**src/rtl/bilerp_px_pkg.sv**
```systemverilog
package bilerp_px_pkg;
  // width after one lerp step keeps the fraction bits
  function automatic int unsigned row_w(int unsigned pix_w, int unsigned frac_w);
    return pix_w + frac_w;
  endfunction
  // width after both steps, before rounding
  function automatic int unsigned col_w(int unsigned pix_w, int unsigned frac_w);
    return pix_w + 2 * frac_w;
  endfunction
  localparam int unsigned NUM_TAPS = 4;
endpackage

```
**src/rtl/bilerp_px_lerp.sv**
```systemverilog
module bilerp_px_lerp #(
  parameter int unsigned IN_W = 8,
  parameter int unsigned FR_W = 6
) (
  input  logic                 clk_i,
  input  logic                 rst_ni,
  input  logic                 en_i,
  input  logic [IN_W-1:0]      a_i,
  input  logic [IN_W-1:0]      b_i,
  input  logic [FR_W-1:0]      f_i,
  output logic [IN_W+FR_W-1:0] y_o
);
  localparam int unsigned OUT_W = IN_W + FR_W;
  localparam int unsigned EXT_W = OUT_W + 2;

  logic signed [EXT_W-1:0] base_x, diff_x, frac_x, sum_x;

  // y = a*2^F + f*(b-a), one multiplier, exact
  always_comb begin
    base_x = $signed({2'b00, a_i, {FR_W{1'b0}}});
    diff_x = EXT_W'($signed({1'b0, b_i})) - EXT_W'($signed({1'b0, a_i}));
    frac_x = EXT_W'($signed({1'b0, f_i}));
    sum_x  = base_x + diff_x * frac_x;
  end

  always_ff @(posedge clk_i or negedge rst_ni) begin
    if (!rst_ni)   y_o <= '0;
    else if (en_i) y_o <= sum_x[OUT_W-1:0];
  end

  p_lerp_fit_r5: assert property (@(posedge clk_i) disable iff (!rst_ni)
    en_i |-> (sum_x[EXT_W-1:OUT_W] == '0));

  p_lerp_between_r5: assert property (@(posedge clk_i) disable iff (!rst_ni)
    en_i |=> ((y_o >= {(($past(a_i) < $past(b_i)) ? $past(a_i) : $past(b_i)), {FR_W{1'b0}}}) &&
              (y_o <= {(($past(a_i) > $past(b_i)) ? $past(a_i) : $past(b_i)), {FR_W{1'b0}}})));
endmodule

```
**src/rtl/bilerp_px_round.sv**
```systemverilog
module bilerp_px_round #(
  parameter int unsigned PIX_W  = 8,
  parameter int unsigned FRAC_W = 6
) (
  input  logic                          clk_i,
  input  logic                          rst_ni,
  input  logic                          en_i,
  input  logic [PIX_W+2*FRAC_W-1:0]     v_i,
  output logic [PIX_W-1:0]              pix_o
);
  localparam int unsigned V_W  = PIX_W + 2 * FRAC_W;
  localparam int unsigned SH   = 2 * FRAC_W;
  localparam logic [V_W-1:0] HALF = V_W'(1) << (SH - 1);

  logic [PIX_W-1:0] pix_d;

  // max input plus half still fits V_W bits
  assign pix_d = PIX_W'((v_i + HALF) >> SH);

  always_ff @(posedge clk_i or negedge rst_ni) begin
    if (!rst_ni)   pix_o <= '0;
    else if (en_i) pix_o <= pix_d;
  end

  p_hold_r7: assert property (@(posedge clk_i) disable iff (!rst_ni)
    !en_i |=> $stable(pix_o));
endmodule

```
**src/rtl/bilerp_px.sv**
```systemverilog
module bilerp_px #(
  parameter int unsigned PIX_W  = 8,
  parameter int unsigned FRAC_W = 6
) (
  input  logic              clk_i,
  input  logic              rst_ni,
  input  logic              valid_i,
  input  logic [PIX_W-1:0]  tl_i,
  input  logic [PIX_W-1:0]  tr_i,
  input  logic [PIX_W-1:0]  bl_i,
  input  logic [PIX_W-1:0]  br_i,
  input  logic [FRAC_W-1:0] fx_i,
  input  logic [FRAC_W-1:0] fy_i,
  input  logic              oor_i,
  input  logic [PIX_W-1:0]  grey_i,
  output logic              valid_o,
  output logic [PIX_W-1:0]  pix_o
);
  import bilerp_px_pkg::*;

  localparam int unsigned H_W   = row_w(PIX_W, FRAC_W);
  localparam int unsigned V_W   = col_w(PIX_W, FRAC_W);
  localparam int unsigned DEPTH = 3;

  logic [PIX_W-1:0]  tap [NUM_TAPS];
  logic [H_W-1:0]    row_q [2];
  logic [V_W-1:0]    col_q;
  logic [FRAC_W-1:0] fy_q;
  logic [DEPTH-1:0]  vld_q;

  // fallback: flatten the cell to grey, any lerp of it returns grey exactly
  always_comb begin
    tap[0] = oor_i ? grey_i : tl_i;
    tap[1] = oor_i ? grey_i : tr_i;
    tap[2] = oor_i ? grey_i : bl_i;
    tap[3] = oor_i ? grey_i : br_i;
  end

  for (genvar r = 0; r < 2; r++) begin : g_row
    bilerp_px_lerp #(.IN_W(PIX_W), .FR_W(FRAC_W)) u_row (
      .clk_i  (clk_i),
      .rst_ni (rst_ni),
      .en_i   (valid_i),
      .a_i    (tap[2*r]),
      .b_i    (tap[2*r+1]),
      .f_i    (fx_i),
      .y_o    (row_q[r])
    );
  end

  always_ff @(posedge clk_i or negedge rst_ni) begin
    if (!rst_ni) begin
      fy_q  <= '0;
      vld_q <= '0;
    end else begin
      if (valid_i) fy_q <= fy_i;
      vld_q <= {vld_q[DEPTH-2:0], valid_i};
    end
  end

  bilerp_px_lerp #(.IN_W(H_W), .FR_W(FRAC_W)) u_col (
    .clk_i  (clk_i),
    .rst_ni (rst_ni),
    .en_i   (vld_q[0]),
    .a_i    (row_q[0]),
    .b_i    (row_q[1]),
    .f_i    (fy_q),
    .y_o    (col_q)
  );

  bilerp_px_round #(.PIX_W(PIX_W), .FRAC_W(FRAC_W)) u_round (
    .clk_i  (clk_i),
    .rst_ni (rst_ni),
    .en_i   (vld_q[1]),
    .v_i    (col_q),
    .pix_o  (pix_o)
  );

  assign valid_o = vld_q[DEPTH-1];

  // cycles since reset, saturating, keeps $past inside the post-reset window
  logic [1:0] age_q;
  always_ff @(posedge clk_i or negedge rst_ni) begin
    if (!rst_ni)            age_q <= '0;
    else if (age_q != 2'd3) age_q <= age_q + 2'd1;
  end

  function automatic logic [PIX_W-1:0] min4(logic [PIX_W-1:0] a, logic [PIX_W-1:0] b,
                                            logic [PIX_W-1:0] c, logic [PIX_W-1:0] d);
    logic [PIX_W-1:0] m0, m1;
    m0 = (a < b) ? a : b;
    m1 = (c < d) ? c : d;
    return (m0 < m1) ? m0 : m1;
  endfunction

  function automatic logic [PIX_W-1:0] max4(logic [PIX_W-1:0] a, logic [PIX_W-1:0] b,
                                            logic [PIX_W-1:0] c, logic [PIX_W-1:0] d);
    logic [PIX_W-1:0] m0, m1;
    m0 = (a > b) ? a : b;
    m1 = (c > d) ? c : d;
    return (m0 > m1) ? m0 : m1;
  endfunction

  p_latency_r1: assert property (@(posedge clk_i) disable iff (!rst_ni)
    (age_q == 2'd3) |-> (valid_o == $past(valid_i, 3)));

  p_zero_frac_r3: assert property (@(posedge clk_i) disable iff (!rst_ni)
    ((age_q == 2'd3) && $past(valid_i, 3) && !$past(oor_i, 3) &&
     ($past(fx_i, 3) == '0) && ($past(fy_i, 3) == '0)) |-> (pix_o == $past(tl_i, 3)));

  p_grey_r4: assert property (@(posedge clk_i) disable iff (!rst_ni)
    ((age_q == 2'd3) && $past(valid_i, 3) && $past(oor_i, 3)) |-> (pix_o == $past(grey_i, 3)));

  p_range_r5: assert property (@(posedge clk_i) disable iff (!rst_ni)
    ((age_q == 2'd3) && $past(valid_i, 3) && !$past(oor_i, 3)) |->
      ((pix_o >= min4($past(tl_i, 3), $past(tr_i, 3), $past(bl_i, 3), $past(br_i, 3))) &&
       (pix_o <= max4($past(tl_i, 3), $past(tr_i, 3), $past(bl_i, 3), $past(br_i, 3)))));
endmodule

```
**config.mk**
```make
export PLATFORM = sky130hd
export DESIGN_NAME = bilerp_px
export DESIGN_NICKNAME = d
export VERILOG_FILES = /design/src/rtl/bilerp_px_pkg.sv /design/src/rtl/bilerp_px_lerp.sv /design/src/rtl/bilerp_px_round.sv /design/src/rtl/bilerp_px.sv
export SDC_FILE = /design/constraint.sdc
export NUM_CORES = 1
export LEC_CHECK = 0
export BUFFER_PORTS_ARGS = -buffer_cell sky130_fd_sc_hd__buf_2
export CORE_ASPECT_RATIO = 0.7
export CORE_MARGIN = 2
export CORE_UTILIZATION = 60
export DETAILED_ROUTE_END_ITERATION = 6
export PLACE_DENSITY = 0.85
export SKIP_CTS_REPAIR_TIMING = 1
export SLEW_MARGIN = 20
export SYNTH_ARGS = -nofsm -noshare
export SYNTH_HDL_FRONTEND = slang
export SYNTH_HIERARCHICAL = 1
export SYNTH_SLANG_ARGS = --single-unit
```
**constraint.sdc**
```tcl
create_clock -name clk_i -period 11.93 [get_ports clk_i]
set_input_delay 0 -clock clk_i [delete_from_list [all_inputs] [get_ports clk_i]]
set_output_delay 0 -clock clk_i [all_outputs]
set_load 0.1 [all_outputs]
```
==> qor.csv <==
metric,value,unit
clock sink count,54,
Root Buffer,clkbuf_16,
routed wire length,25200,um
PortBufs,64,
Tmin final,7.01,ns
CP Max Fanout,6,
Layout area overhead,6.00,%
largest net degree at the start of global routing,55,
crit end category,flip-flop,
Via density,5.48,
Num CTS Buffers,5,
CORE AREA,19600,um2
clock-pin slew on the worst setup and hold paths,0.08,ns
syn_nets,1632,
setup TNS,0,ns
fin. max-slew vios,0,
worst-margin pin slew,0.946,ns
Top Ports,65,
# diodes,0,
GP Congestion,0.869,
CTS Buffer Depth,2,
post-DR wirelength/cell,15.7,um
Critical Path Max Stage Delay,0.59,ns
final hold vios,0,
antenna-violating nets left,0,
layout cells sized above 1,11.8,%
worst-case clock skew,0.00704,ns
final hold slack,0.196,ns
Rel. slew slack,36.9,%
Worst path slowest cell,fa_1,
HP Start,valid_i,
Crit Path Category,flip-flop to flip-flop,
Skew-Pair Late Insertion Delay,0.30,ns
Initial Util,60.5,%
Worst Path Buf+Inv,4,
cell area after synthesis,11900,um2
FMAX,143,MHz
Mapped Cells,1284,
source of the critical timing path,g_row[0].u_row/y_o[7],
DR pass1 iterations,5,
Core Rows,43,
initial antenna violation count,0,
run status,finished clean,
Fillers,1608,
Die ar.,21000,um2
final setup fails,0,
Initial DRC Count,683,
Max Cap Viol,0,
Die Y,122,um
CP cell instances,inv_1 -> ha_1 -> a21o_1 -> a21o_1 -> a2111oi_2 -> a21oi_1 -> a311oi_2 -> nand2_1 -> fa_1 -> inv_1 -> fa_1 -> fa_1 -> inv_1 -> fa_1 -> inv_1 -> ha_1 -> a211o_1 -> or4_4 -> nor3_2 -> nor4_1 -> or3_1 -> a21oi_1 -> nand3b_1,
gr usage total,26.2,%
crit path launch type,flip-flop,
Crit path max-delay family,adder cells,
grt total ovfl,0,
synth warn,6,
vias in the first global route,9279,
RR Startpoint,g_row[0].u_row/y_o[7],
DRC viols,0,
Hold WC Path Type,input pin to flip-flop,
vias post-DR,8817,
detailed placement HPWL,20700,um
WP data arrival,7.25,ns
H-tree Lvls,2,
mean post-synth cell area,9.26,um2
global-route wire length before repair,43700,um
Critical Path RT,12.17,ns
Die X-Extent,172,um
CTS tree,done,
period utilization,58.8,%
RSZ-0062 raised after global routing,no,
Nets,1687,
[cells in the final DEF (no fill, tap or decap), types with 9 or more instances in the layout]
cell	n
a21o_1	14
a21oi_1	31
a31oi_1	9
and2_1	96
buf_2	64
dfrtp_1	54
fa_1	156
ha_1	136
inv_1	283
mux2_2	27
mux2_4	31
mux2i_1	12
nand2_1	67
nand2b_1	25
nand3_1	12
nor2_1	43
nor2b_1	47
nor3_1	12
nor3b_1	14
o21a_1	20
o21ai_0	12
o21ai_1	14
xnor2_1	46
xor2_1	11
[flip-flops by register name (all words and copies together), names as in the netlist]
register / count
u_col/y_o: 9
fy_q: 6
u_round/pix_o: 8
vld_q: 3
g_row.u_row/y_o: 28
[path summary, 6_finish.rpt]
kind	slack (ns)	end	cells after the start
max in group asynchronous	11.07	g_row[1].u_row/y_o[3]	3
worst max register to register	4.92	u_col/y_o[19]	23
worst min register to register	0.50	g_row[1].u_row/y_o[13]	2
worst max-delay path	4.92	u_col/y_o[19]	23
min in group asynchronous	0.38	g_row[0].u_row/y_o[4]	3
worst min-delay path	0.20	vld_q[0]	2
[metal layers]
metal | track usage, % | share of wire [%] | up-vias
li1 | - | - | 4163
met1 | 37.9 | 47 | 4382
met2 | 42.2 | 46 | 234
met3 | 3.70 | 5.8 | 38
met4 | 5.51 | 1.5 | 0
met5 | 0 | 0 | -
[layout make-up]
| cell class | instances | area [um2] | share of cell area [%] |
|---|---|---|---|
| clock inverters | 3 | 28.8 | 0.228 |
| repair buffers | 73 | 405 | 3.22 |
| flip-flops and latches | 54 | 1350 | 10.7 |
| clock buffers | 5 | 125 | 0.993 |
| inverters | 283 | 1060 | 8.43 |
| multi-input cells | 922 | 9290 | 73.7 |
| well taps | 270 | 338 | 2.68 |
[through the flow]
step | worst slack (ns) | utilization, % | instance area, um2 | instances
3_5_place_dp | 5.03 | 63.0 | 12400 | 1595
2_1_floorplan | 5.70 | - | 11900 | 1284
5_1_grt | 4.62 | 64.2 | 12600 | 1610
3_3_place_gp | 5.38 | 63.0 | 12400 | 1595
4_1_cts | 5.00 | 63.8 | 12500 | 1603
6_report | 4.92 | 64.2 | 12600 | 1610
Power is not shown: default switching activity piles up to over one toggle a cycle in this logic, so the estimate is an artifact.
